## src/rtl/dspace_pkg.sv

```systemverilog
package dspace_pkg;

    localparam int ADDR_W   = 16;
    localparam int DISP_W   = 6;
    localparam int REGION_N = 4;

    localparam int RG_REGS = 0;
    localparam int RG_SIO  = 1;
    localparam int RG_XIO  = 2;
    localparam int RG_SRAM = 3;

    typedef enum logic [2:0] {
        AM_DIRECT  = 3'd0,
        AM_IND     = 3'd1,
        AM_DISP    = 3'd2,
        AM_PREDEC  = 3'd3,
        AM_POSTINC = 3'd4
    } amode_e;

    typedef enum logic [1:0] {
        PS_X    = 2'd0,
        PS_Y    = 2'd1,
        PS_Z    = 2'd2,
        PS_NONE = 2'd3
    } psel_e;

    typedef struct packed {
        logic                busy;
        logic                acc_valid;
        logic                acc_write;
        logic [REGION_N-1:0] region;
        logic [ADDR_W-1:0]   offset;
        logic                oor;
        logic                err;
        logic                wb_valid;
        logic [1:0]          wb_sel;
        logic [ADDR_W-1:0]   wb_value;
    } agu_state_t;

endpackage

```

## src/rtl/agu_ptr_mux.sv

```systemverilog
module agu_ptr_mux
    import dspace_pkg::*;
(
    input  logic [2:0]        mode_i,
    input  logic [1:0]        sel_i,
    input  logic [ADDR_W-1:0] ptr_x_i,
    input  logic [ADDR_W-1:0] ptr_y_i,
    input  logic [ADDR_W-1:0] ptr_z_i,
    output logic [ADDR_W-1:0] base_o,
    output logic              illegal_o
);

    logic mode_bad;
    logic uses_ptr;
    logic sel_bad;

    always_comb begin
        unique case (sel_i)
            PS_X:    base_o = ptr_x_i;
            PS_Y:    base_o = ptr_y_i;
            PS_Z:    base_o = ptr_z_i;
            default: base_o = '0;
        endcase
        mode_bad  = (mode_i > AM_POSTINC);
        uses_ptr  = (mode_i != AM_DIRECT);
        sel_bad   = (sel_i == PS_NONE) || ((mode_i == AM_DISP) && (sel_i == PS_X));
        illegal_o = mode_bad || (uses_ptr && sel_bad);
    end

endmodule

```

## src/rtl/agu_ea.sv

```systemverilog
module agu_ea
    import dspace_pkg::*;
(
    input  logic [2:0]        mode_i,
    input  logic [ADDR_W-1:0] base_i,
    input  logic [DISP_W-1:0] disp_i,
    input  logic [ADDR_W-1:0] daddr_i,
    output logic [ADDR_W-1:0] ea_o,
    output logic              wb_en_o,
    output logic [ADDR_W-1:0] wb_val_o
);

    localparam logic [ADDR_W-1:0] ONE = ADDR_W'(1);

    logic [ADDR_W-1:0] dec_val;
    logic [ADDR_W-1:0] inc_val;
    logic [ADDR_W-1:0] dsp_val;

    always_comb begin
        dec_val  = base_i - ONE;
        inc_val  = base_i + ONE;
        dsp_val  = base_i + ADDR_W'(disp_i);
        ea_o     = base_i;
        wb_en_o  = 1'b0;
        wb_val_o = base_i;
        unique case (mode_i)
            AM_DIRECT: ea_o = daddr_i;
            AM_IND:    ea_o = base_i;
            AM_DISP:   ea_o = dsp_val;
            AM_PREDEC: begin
                ea_o     = dec_val;
                wb_en_o  = 1'b1;
                wb_val_o = dec_val;
            end
            AM_POSTINC: begin
                ea_o     = base_i;
                wb_en_o  = 1'b1;
                wb_val_o = inc_val;
            end
            default: ea_o = base_i;
        endcase
    end

endmodule

```

## src/rtl/agu_region.sv

```systemverilog
module agu_region
    import dspace_pkg::*;
#(
    parameter int REG_COUNT  = 32,
    parameter int SIO_COUNT  = 64,
    parameter int XIO_COUNT  = 160,
    parameter int SRAM_BYTES = 512
) (
    input  logic [ADDR_W-1:0]   ea_i,
    output logic [REGION_N-1:0] hit_o,
    output logic [ADDR_W-1:0]   offset_o
);

    localparam int EXT_W = ADDR_W + 1;

    function automatic logic [EXT_W-1:0] bound(input int idx);
        int acc;
        acc = 0;
        if (idx > 0) acc += REG_COUNT;
        if (idx > 1) acc += SIO_COUNT;
        if (idx > 2) acc += XIO_COUNT;
        if (idx > 3) acc += SRAM_BYTES;
        return EXT_W'(acc);
    endfunction

    logic [EXT_W-1:0] ea_ext;
    assign ea_ext = {1'b0, ea_i};

    for (genvar g = 0; g < REGION_N; g++) begin : g_win
        assign hit_o[g] = (ea_ext >= bound(g)) && (ea_ext < bound(g + 1));
    end

    always_comb begin
        offset_o = '0;
        for (int i = 0; i < REGION_N; i++) begin
            if (hit_o[i]) offset_o = ea_i - bound(i)[ADDR_W-1:0];
        end
    end

endmodule

```

## src/rtl/dspace_agu.sv

```systemverilog
module dspace_agu
    import dspace_pkg::*;
#(
    parameter int SRAM_BYTES = 512
) (
    input  logic        clk,
    input  logic        rst_n,
    input  logic        req_valid,
    input  logic        req_write,
    input  logic [2:0]  req_mode,
    input  logic [1:0]  req_ptr,
    input  logic [5:0]  req_disp,
    input  logic [15:0] req_daddr,
    input  logic [15:0] ptr_x,
    input  logic [15:0] ptr_y,
    input  logic [15:0] ptr_z,
    output logic        req_ready,
    output logic        acc_valid,
    output logic        acc_write,
    output logic [3:0]  acc_region,
    output logic [15:0] acc_offset,
    output logic        oor_flag,
    output logic        err_flag,
    output logic        wb_valid,
    output logic [1:0]  wb_sel,
    output logic [15:0] wb_value
);

    localparam int REG_COUNT = 32;
    localparam int SIO_COUNT = 64;
    localparam int XIO_COUNT = 160;

    agu_state_t st_d, st_q;

    logic [ADDR_W-1:0]   base;
    logic                illegal;
    logic [ADDR_W-1:0]   ea;
    logic                wb_en;
    logic [ADDR_W-1:0]   wb_val;
    logic [REGION_N-1:0] hit;
    logic [ADDR_W-1:0]   offset;
    logic                accept;

    agu_ptr_mux i_ptr_mux (
        .mode_i    (req_mode),
        .sel_i     (req_ptr),
        .ptr_x_i   (ptr_x),
        .ptr_y_i   (ptr_y),
        .ptr_z_i   (ptr_z),
        .base_o    (base),
        .illegal_o (illegal)
    );

    agu_ea i_ea (
        .mode_i   (req_mode),
        .base_i   (base),
        .disp_i   (req_disp),
        .daddr_i  (req_daddr),
        .ea_o     (ea),
        .wb_en_o  (wb_en),
        .wb_val_o (wb_val)
    );

    agu_region #(
        .REG_COUNT  (REG_COUNT),
        .SIO_COUNT  (SIO_COUNT),
        .XIO_COUNT  (XIO_COUNT),
        .SRAM_BYTES (SRAM_BYTES)
    ) i_region (
        .ea_i     (ea),
        .hit_o    (hit),
        .offset_o (offset)
    );

    assign accept = req_valid && !st_q.busy;

    always_comb begin
        st_d           = st_q;
        st_d.busy      = 1'b0;
        st_d.acc_valid = 1'b0;
        st_d.region    = '0;
        st_d.oor       = 1'b0;
        st_d.err       = 1'b0;
        st_d.wb_valid  = 1'b0;
        if (accept) begin
            if (illegal) begin
                st_d.err = 1'b1;
            end else begin
                st_d.wb_valid  = wb_en;
                st_d.wb_sel    = req_ptr;
                st_d.wb_value  = wb_val;
                st_d.region    = hit;
                st_d.acc_valid = |hit;
                st_d.oor       = ~|hit;
                st_d.offset    = offset;
                st_d.acc_write = req_write;
                st_d.busy      = hit[RG_SRAM];
            end
        end
    end

    always_ff @(posedge clk) begin
        if (!rst_n) st_q <= '0;
        else        st_q <= st_d;
    end

    assign req_ready  = !st_q.busy;
    assign acc_valid  = st_q.acc_valid;
    assign acc_write  = st_q.acc_write;
    assign acc_region = st_q.region;
    assign acc_offset = st_q.offset;
    assign oor_flag   = st_q.oor;
    assign err_flag   = st_q.err;
    assign wb_valid   = st_q.wb_valid;
    assign wb_sel     = st_q.wb_sel;
    assign wb_value   = st_q.wb_value;

    AST_REGION_ONEHOT: assert property (@(posedge clk) disable iff (!rst_n)
        acc_valid |-> $onehot(acc_region));
    AST_IDLE_NO_REGION: assert property (@(posedge clk) disable iff (!rst_n)
        !acc_valid |-> (acc_region == 4'd0));
    AST_REGFILE_OFFSET: assert property (@(posedge clk) disable iff (!rst_n)
        (acc_valid && acc_region[RG_REGS]) |-> (acc_offset < 16'(REG_COUNT)));
    AST_ERR_QUIET: assert property (@(posedge clk) disable iff (!rst_n)
        err_flag |-> (!acc_valid && !wb_valid && !oor_flag));
    AST_OOR_QUIET: assert property (@(posedge clk) disable iff (!rst_n)
        oor_flag |-> (acc_region == 4'd0 && !acc_valid));
    AST_DIRECT_NO_WB: assert property (@(posedge clk) disable iff (!rst_n)
        (req_valid && req_ready && req_mode == AM_DIRECT) |=> !wb_valid);
    AST_SRAM_STALL: assert property (@(posedge clk) disable iff (!rst_n)
        (req_valid && req_ready && !illegal && hit[RG_SRAM]) |=> !req_ready);
    AST_STALL_SILENT: assert property (@(posedge clk) disable iff (!rst_n)
        !req_ready |=> (req_ready && !acc_valid && !err_flag && !oor_flag && !wb_valid));
    AST_STORE_FOLLOWS: assert property (@(posedge clk) disable iff (!rst_n)
        (req_valid && req_ready && !illegal && |hit) |=> (acc_write == $past(req_write)));

endmodule

```

## config.mk

```make
export PLATFORM = sky130hd
export DESIGN_NAME = dspace_agu
export DESIGN_NICKNAME = d
export VERILOG_FILES = /design/src/rtl/dspace_pkg.sv /design/src/rtl/agu_ptr_mux.sv /design/src/rtl/agu_ea.sv /design/src/rtl/agu_region.sv /design/src/rtl/dspace_agu.sv
export SDC_FILE = /design/constraint.sdc
export NUM_CORES = 1
export LEC_CHECK = 0
export BUFFER_PORTS_ARGS = -buffer_cell sky130_fd_sc_hd__buf_2
export CAP_MARGIN = 0
export CORE_MARGIN = 4
export CORE_UTILIZATION = 55
export CTS_BUF_LIST = sky130_fd_sc_hd__clkbuf_2 sky130_fd_sc_hd__clkbuf_4 sky130_fd_sc_hd__clkbuf_8
export CTS_CLUSTER_DIAMETER = 40
export DETAILED_ROUTE_END_ITERATION = 6
export GPL_TIMING_DRIVEN = 0
export PLACE_DENSITY = 0.86
export SETUP_SLACK_MARGIN = 0.1
export SKIP_CTS_REPAIR_TIMING = 1
export SYNTH_ARGS = -nofsm -noshare
export SYNTH_HDL_FRONTEND = slang
export SYNTH_SLANG_ARGS = --single-unit
```

## constraint.sdc

```tcl
create_clock -name clk -period 5 [get_ports clk]
set_input_delay 0 -clock clk [delete_from_list [all_inputs] [get_ports clk]]
set_output_delay 0 -clock clk [all_outputs]
set_load 0.005 [all_outputs]
```

==> impl_metrics.yaml, run 1 <==
finish:
  fin_nets: 787
  synthToLayoutAreaGrowth_pct: 19.2
  drive_gt1_share_pct: 27.6
  final_core_util_pct: 67.5
  final_cell_mix: "buf_2 (129), nor2_1 (52), nand2_1 (52), o21ai_0 (45), dfxtp_1 (43)"
  diodes: 0
  layout_commonest_cell: "buf_2"
  final_cells: 795
clock_network:
  clkTransAtPathRegs_ps: 100
  clock_latency_ps: 310
  cts_root_buffer: "clkbuf_8"
  h-tree-depth: 2
  cts_tree: "yes"
  cts_sinks: 43
  cts_made_buffers: 5
  clockBufferDepth: 2
synthesis:
  syn_area_per_cell_um2: 7.81
  synthFlopType: "dfxtp_1"
  syn-instance-count: 563
  yosysSeqAreaShare_pct: 19.6
  ys_types: 83
  synth_fp_nets: 658
  yosysWarnings: 0
  ys_async_sr_fraction_pct: 0
  ys_seq_elements: 43
  synth_edf_count: 0
  netlist_area_um2: 4400
critical_path:
  path_cells: "buf_6 > nor2b_4 > buf_6 > o2bb2ai_2 > buf_2 > ha_1 > and2_1 > a221o_1 > o21ai_1 > a2111oi_2 > xnor2_1 > a211o_1 > buf_2 > inv_1 > ha_1 > nand3_1 > o41ai_1 > nand4b_1 > nand2b_1 > o311ai_0"
  cp_num_cells: 20
  path_buf_inv: 5
  timing.critical_path.required_ps: 5180
  crit_type: "in2reg"
  cp.arrival_ps: 4800
  worstRegToRegCells: 5
  crit_fanout: 10
  critPathSlowestCell: "a221o_1"
  critPathTopFamily: "compound AO/OA/AOI/OAI gates"
  endpoint_kind: "flip-flop"
  start_kind: "input pin"
  slowest_delay_ps: 380
timing:
  fin_skew_ps: 11.2
  setup_viol: 0
  tightest_slew_ps: 827
  holdWs_ps: -9.42
  min_period_ps: 4620
  slew_viol_final: 0
  rsz0062_at_grt: "yes"
  fmax_ghz: 0.216
  relSlewSlack_pct: 44.4
  period_share_pct: 92.4
  hold_viol: 2
  tns_ps: 0
drt:
  viasPerCell: 6.60
  drc: 0
  routedWlPerCell_um: 20.3
  drtIter0Drc: 491
  antenna_left: 0
  drt-total-wl_mm: 16.1
  vias: 5249
  drt_first_pass_iters: 5
run_status:
  status: "complete, but fails checks"
  violations: "negative hold slack"
pwr:
  p_leak_nw: 2.18
  p_per_area_nw_per_um2: 211
  power_mw: 1.10
  ir_drop_uv: 109
placed_design:
  dpl.cell_count: 786
  hpwlAfterDp_mm: 12.9
  routabilityCongestion: 0.969
  port_buffers: 121
floorplanning:
  die-area_um2: 9490
  pin_count: 123
  die-height_um: 97.4
  die_x_um: 97.4
  coreArea_um2: 7770
  initial_core_util_pct: 56.6
  rows: 32
min_path:
  whs_path_depth: 3
  hp-class: "in2reg"
global_route:
  grt_first_pass_wirelength_mm: 25.4
  grtUsageTotal_pct: 32.5
  gr-total-overflow: 0
  antenna_found_initial: 0
  grt_max_degree: 14
  grt_pass1_vias: 4902
run:
  cap_viol_max_count: 0
[power breakdown]
part / leakage (nW) / total [mW] / switching, mW / internal (mW)
logic: 1.78 / 0.493 / 0.306 / 0.186
registers: 0.351 / 0.368 / 0.00792 / 0.360
clock network: 0.0446 / 0.244 / 0.140 / 0.104
[area by class of cell]
cell class	count	area, um2
multi-input cells	470	3300
clock inverters	2	12.5
flip-flops and latches	43	861
well taps	102	128
inverters	15	56.3
plain buffers	35	191
repair buffers	122	616
fillers	701	2520
clock buffers	6	76.3
[path summary, 6_finish.rpt]
path                       from  slack, ps        endpoint
setup / recovery     req_ptr[1]        380  acc_offset[12]
hold / removal            rst_n         -9   acc_offset[7]
setup reg to reg       st_q[43]       3010  acc_offset[12]
hold reg to reg   acc_offset[4]        460   acc_offset[4]
[worst reg2reg max path: cells and delay by family (launching register included)]
kind | cells | cell delay, ps
AOI/OAI and AO/OA | 1 | 380
buffers and inverters | 1 | 80
DFF | 1 | 330
and+or+nand+nor | 3 | 1080
[synth_stat cells (all sizes together) (14+ instances only)]
cell / number / area share (%)
nor4: 14 / 3.4
a31oi: 19 / 2.7
clkbuf: 16 / 1.4
o21ai: 51 / 5.9
a21oi: 30 / 3.8
dfxtp: 43 / 20
buf: 19 / 3.0
nor2: 52 / 4.4
inv: 15 / 1.3
ha: 15 / 4.3
nand3: 17 / 1.9
nand2: 52 / 4.4
mux2i: 23 / 5.9
[routing by layer]
metal  wire [um]  GRT usage (%)  part of all wire [%]
met2        7440           52.7                    46
met4         459           10.5                   2.8
met5           0              0                     0
met1        6770           43.3                    42
met3        1460           6.60                   9.0
[cells by family (layout without fill, tap and decap cells)]
kind of cell / Yosys count / count (layout) / share of synthesized area [%]
xor gates and xnor gates: 18 / 18 / 3.58
AOI/OAI and AO/OA: 197 / 197 / 33.1
buffers and inverters: 50 / 180 / 5.60
and+or+nand+nor: 211 / 211 / 26.3
muxes: 28 / 28 / 7.17
DFF: 43 / 43 / 19.6
adders and majority gates: 16 / 16 / 4.72
[stage by stage]
step,worst slack [ps],instance area [um2]
2_1_floorplan,717,4400
3_3_place_gp,94.0,5130
3_5_place_dp,-29.2,5130
4_1_cts,285,5220
5_1_grt,48.2,5240
6_report,381,5240
[flip-flops by register name (all words and copies together) (netlist names)]
register    flops
acc_write       1
acc_valid       1
oor_flag        1
wb_valid        1
st_q            1
acc_region      3
wb_value       16
wb_sel          2
acc_offset     16
err_flag        1
(Power assumes the default switching activity.)
==> run 2: changes to the inputs <==
ABC_AREA = 1   (was unset)
PLACE_DENSITY = 0.85   (was 0.86)
==> run 2 against run 1 <==
Against the previous run:
- the run now ends clean
- area after synthesis grew 7.1%
- die area grew 6.5%
- total power grew 3.6%
- sequential share of layout area shrank 1.0 points
- synthesized cell count grew 40%
- clock-buffer cell count shrank 1
- global-route usage shrank 2.9 points
- utilization grew 0.097 points
- clock skew shrank 3.4 ps
- critical path depth grew 7
- setup slack gained 970 ps
- final area grew 6.5%
- critical path type unchanged
- critical endpoint is now acc_offset[13]
==> impl_metrics.yaml, run 2 <==
critical_path:
  crit_type: "in2reg"
  endpoint_kind: "flip-flop"
  timing.critical_path.required_ps: 5170
  r2r_start: "st_q[43]"
  cp.arrival_ps: 3830
  rr_endpoint: "acc_valid"
  worst-r2r-setup-slack_ps: 3000
  start_kind: "input pin"
  worstRegToRegCells: 6
  crit_fanout: 10
global_route:
  antenna_found_initial: 0
  gr-total-overflow: 0
  grtUsageTotal_pct: 29.6
  grt_first_pass_wirelength_mm: 24.4
  grt_max_degree: 16
  grt_pass1_vias: 5186
placed_design:
  port_buffers: 120
  pre_cts_ws_ps: 1100
  dpl.cell_count: 1016
  routabilityCongestion: 1.01
  place_area_um2: 5450
  hpwlAfterDp_mm: 12.2
timing:
  fin_ws_ps: 1350
  fin_skew_ps: 7.84
  fmax_ghz: 0.274
  tightest_slew_ps: 744
  hold_viol: 0
  setup_viol: 0
  period_share_pct: 73.1
  rsz0062_at_grt: "no"
  holdWs_ps: 108
  slew_viol_final: 0
  relSlewSlack_pct: 50.2
  min_period_ps: 3650
  tns_ps: 0
clock_network:
  clock_latency_ps: 300
  clkTransAtPathRegs_ps: 80
  cts_tree: "yes"
  cts_root_buffer: "clkbuf_8"
  h-tree-depth: 2
  cts_made_buffers: 5
  clockBufferDepth: 2
  cts_sinks: 43
pwr:
  power_mw: 1.14
  ir_drop_uv: 154
  p_leak_nw: 2.93
  p_per_area_nw_per_um2: 205
synthesis:
  yosysTopAreaCellShare_pct: 18.9
  yosys.area.top_type: "nand2_1"
  syn_area_per_cell_um2: 5.96
  synth.area.top_cells: "nand2_1 (19%), dfxtp_1 (18%), nand3_1 (11%), inv_1 (7.0%), nor2_1 (6.0%)"
  syn-instance-count: 791
  ys_seq_elements: 43
  netlist_area_um2: 4710
  synth_fp_nets: 886
  ys_async_sr_fraction_pct: 0
  ys_types: 39
  synthTopCellsByCount: "nand2_1 (237), nand3_1 (103), inv_1 (88), nor2_1 (75), dfxtp_1 (43)"
  yosysWarnings: 0
  synthFlopType: "dfxtp_1"
  yosysSeqAreaShare_pct: 18.3
  synth_edf_count: 0
  yosysMostFrequentCell: "nand2_1"
floorplanning:
  rows: 33
  die-height_um: 101
  coreArea_um2: 8260
  initial_core_util_pct: 57.1
  die-area_um2: 10100
  pin_count: 123
  die_x_um: 101
min_path:
  hp-class: "in2reg"
  min_from: "rst_n"
  hold_end: "wb_sel[0]"
  whs_path_depth: 3
finish:
  design_area_um2: 5580
  diodes: 0
  fin_nets: 1015
  final_cell_mix: "nand2_1 (237), buf_2 (122), nand3_1 (103), inv_1 (88), nor2_1 (75)"
  final_cells: 1026
  final_core_util_pct: 67.6
  layout_commonest_cell: "nand2_1"
  synthToLayoutAreaGrowth_pct: 18.4
  drive_gt1_share_pct: 22.9
drt:
  drt_first_pass_iters: 6
  drt-total-wl_mm: 15.0
  viasPerCell: 5.59
  vias: 5737
  drc: 0
  drtIter0Drc: 494
  routedWlPerCell_um: 14.6
  antenna_left: 0
run:
  cap_viol_max_count: 0
run_status:
  status: "completed"
==> run 2: cell types whose count changed in the layout (fill, tap and decap cells not counted), sizes merged, moves of 17 or more <==
| cell | change |
|---|---|
| a31oi | -17 |
| inv | +83 |
| mux2i | -23 |
| nand2 | +198 |
| nand3 | +116 |
| nor2 | +41 |
==> run 2: layout make-up <==
cell class                 instances  area (um2)
buffer                            25         149
clock buffer                       5        68.8
clock inverter                     3        47.5
fill                             807        2680
inverter                          99         379
multi-input combinational        624        3320
sequential                        43         861
tap                              105         131
timing repair buffer             122         621
==> run 2: cells by family after synthesis <==
family | synth area share [%]
AND/OR/NAND/NOR | 51.9
buffers and inverters | 11.2
AO/OA/AOI/OAI | 13.3
flip-flops | 18.3
adder cells (fa/ha/maj) | 4.41
XOR/XNOR | 0.929
==> run 2: metal layers <==
metal	wire length, um	track usage, %	vias up
li1	-	-	2852
met1	6390	41.0	2588
met2	7090	49.1	272
met3	1280	3.67	25
met4	233	6.94	0
met5	0	0	-
==> run 2: power by group <==
| part | switching, mW | internal (mW) |
|---|---|---|
| sequential | 0.0109 | 0.362 |
| clock | 0.132 | 0.151 |
| combinational | 0.322 | 0.165 |
| total | 0.465 | 0.679 |
==> run 2: worst max-delay path, stage by stage <==
cell and delay (ps):
buf_2 120, buf_6 160, inv_6 60, nand3_1 60, nand2_1 90, nor2_4 220
inv_1 120, ha_1 240, fa_1 410, inv_1 70, nor3_1 50, nor2_1 400
nor2_1 130, nand2_1 90, nand3_1 70, nand3b_1 140, nand2_2 130, inv_1 130
ha_1 180, nand2_1 60, o21ai_1 150, nand3_2 190, buf_2 250, nor2_1 100
nor2_1 50, nand2_1 90, a21oi_1 50
==> run 2: worst max-delay path by stage <==
stage / start / end / slack [ps] / cells past startpoint
floorplan: req_ptr[1] / acc_offset[7] / 1890 / 27
global placement: req_ptr[0] / acc_offset[14] / 1130 / 26
detailed placement: req_ptr[0] / acc_offset[12] / 1100 / 26
CTS: req_ptr[0] / acc_offset[13] / 1400 / 27
global route: req_ptr[0] / acc_offset[13] / 930 / 27
finish: req_ptr[0] / acc_offset[13] / 1350 / 27
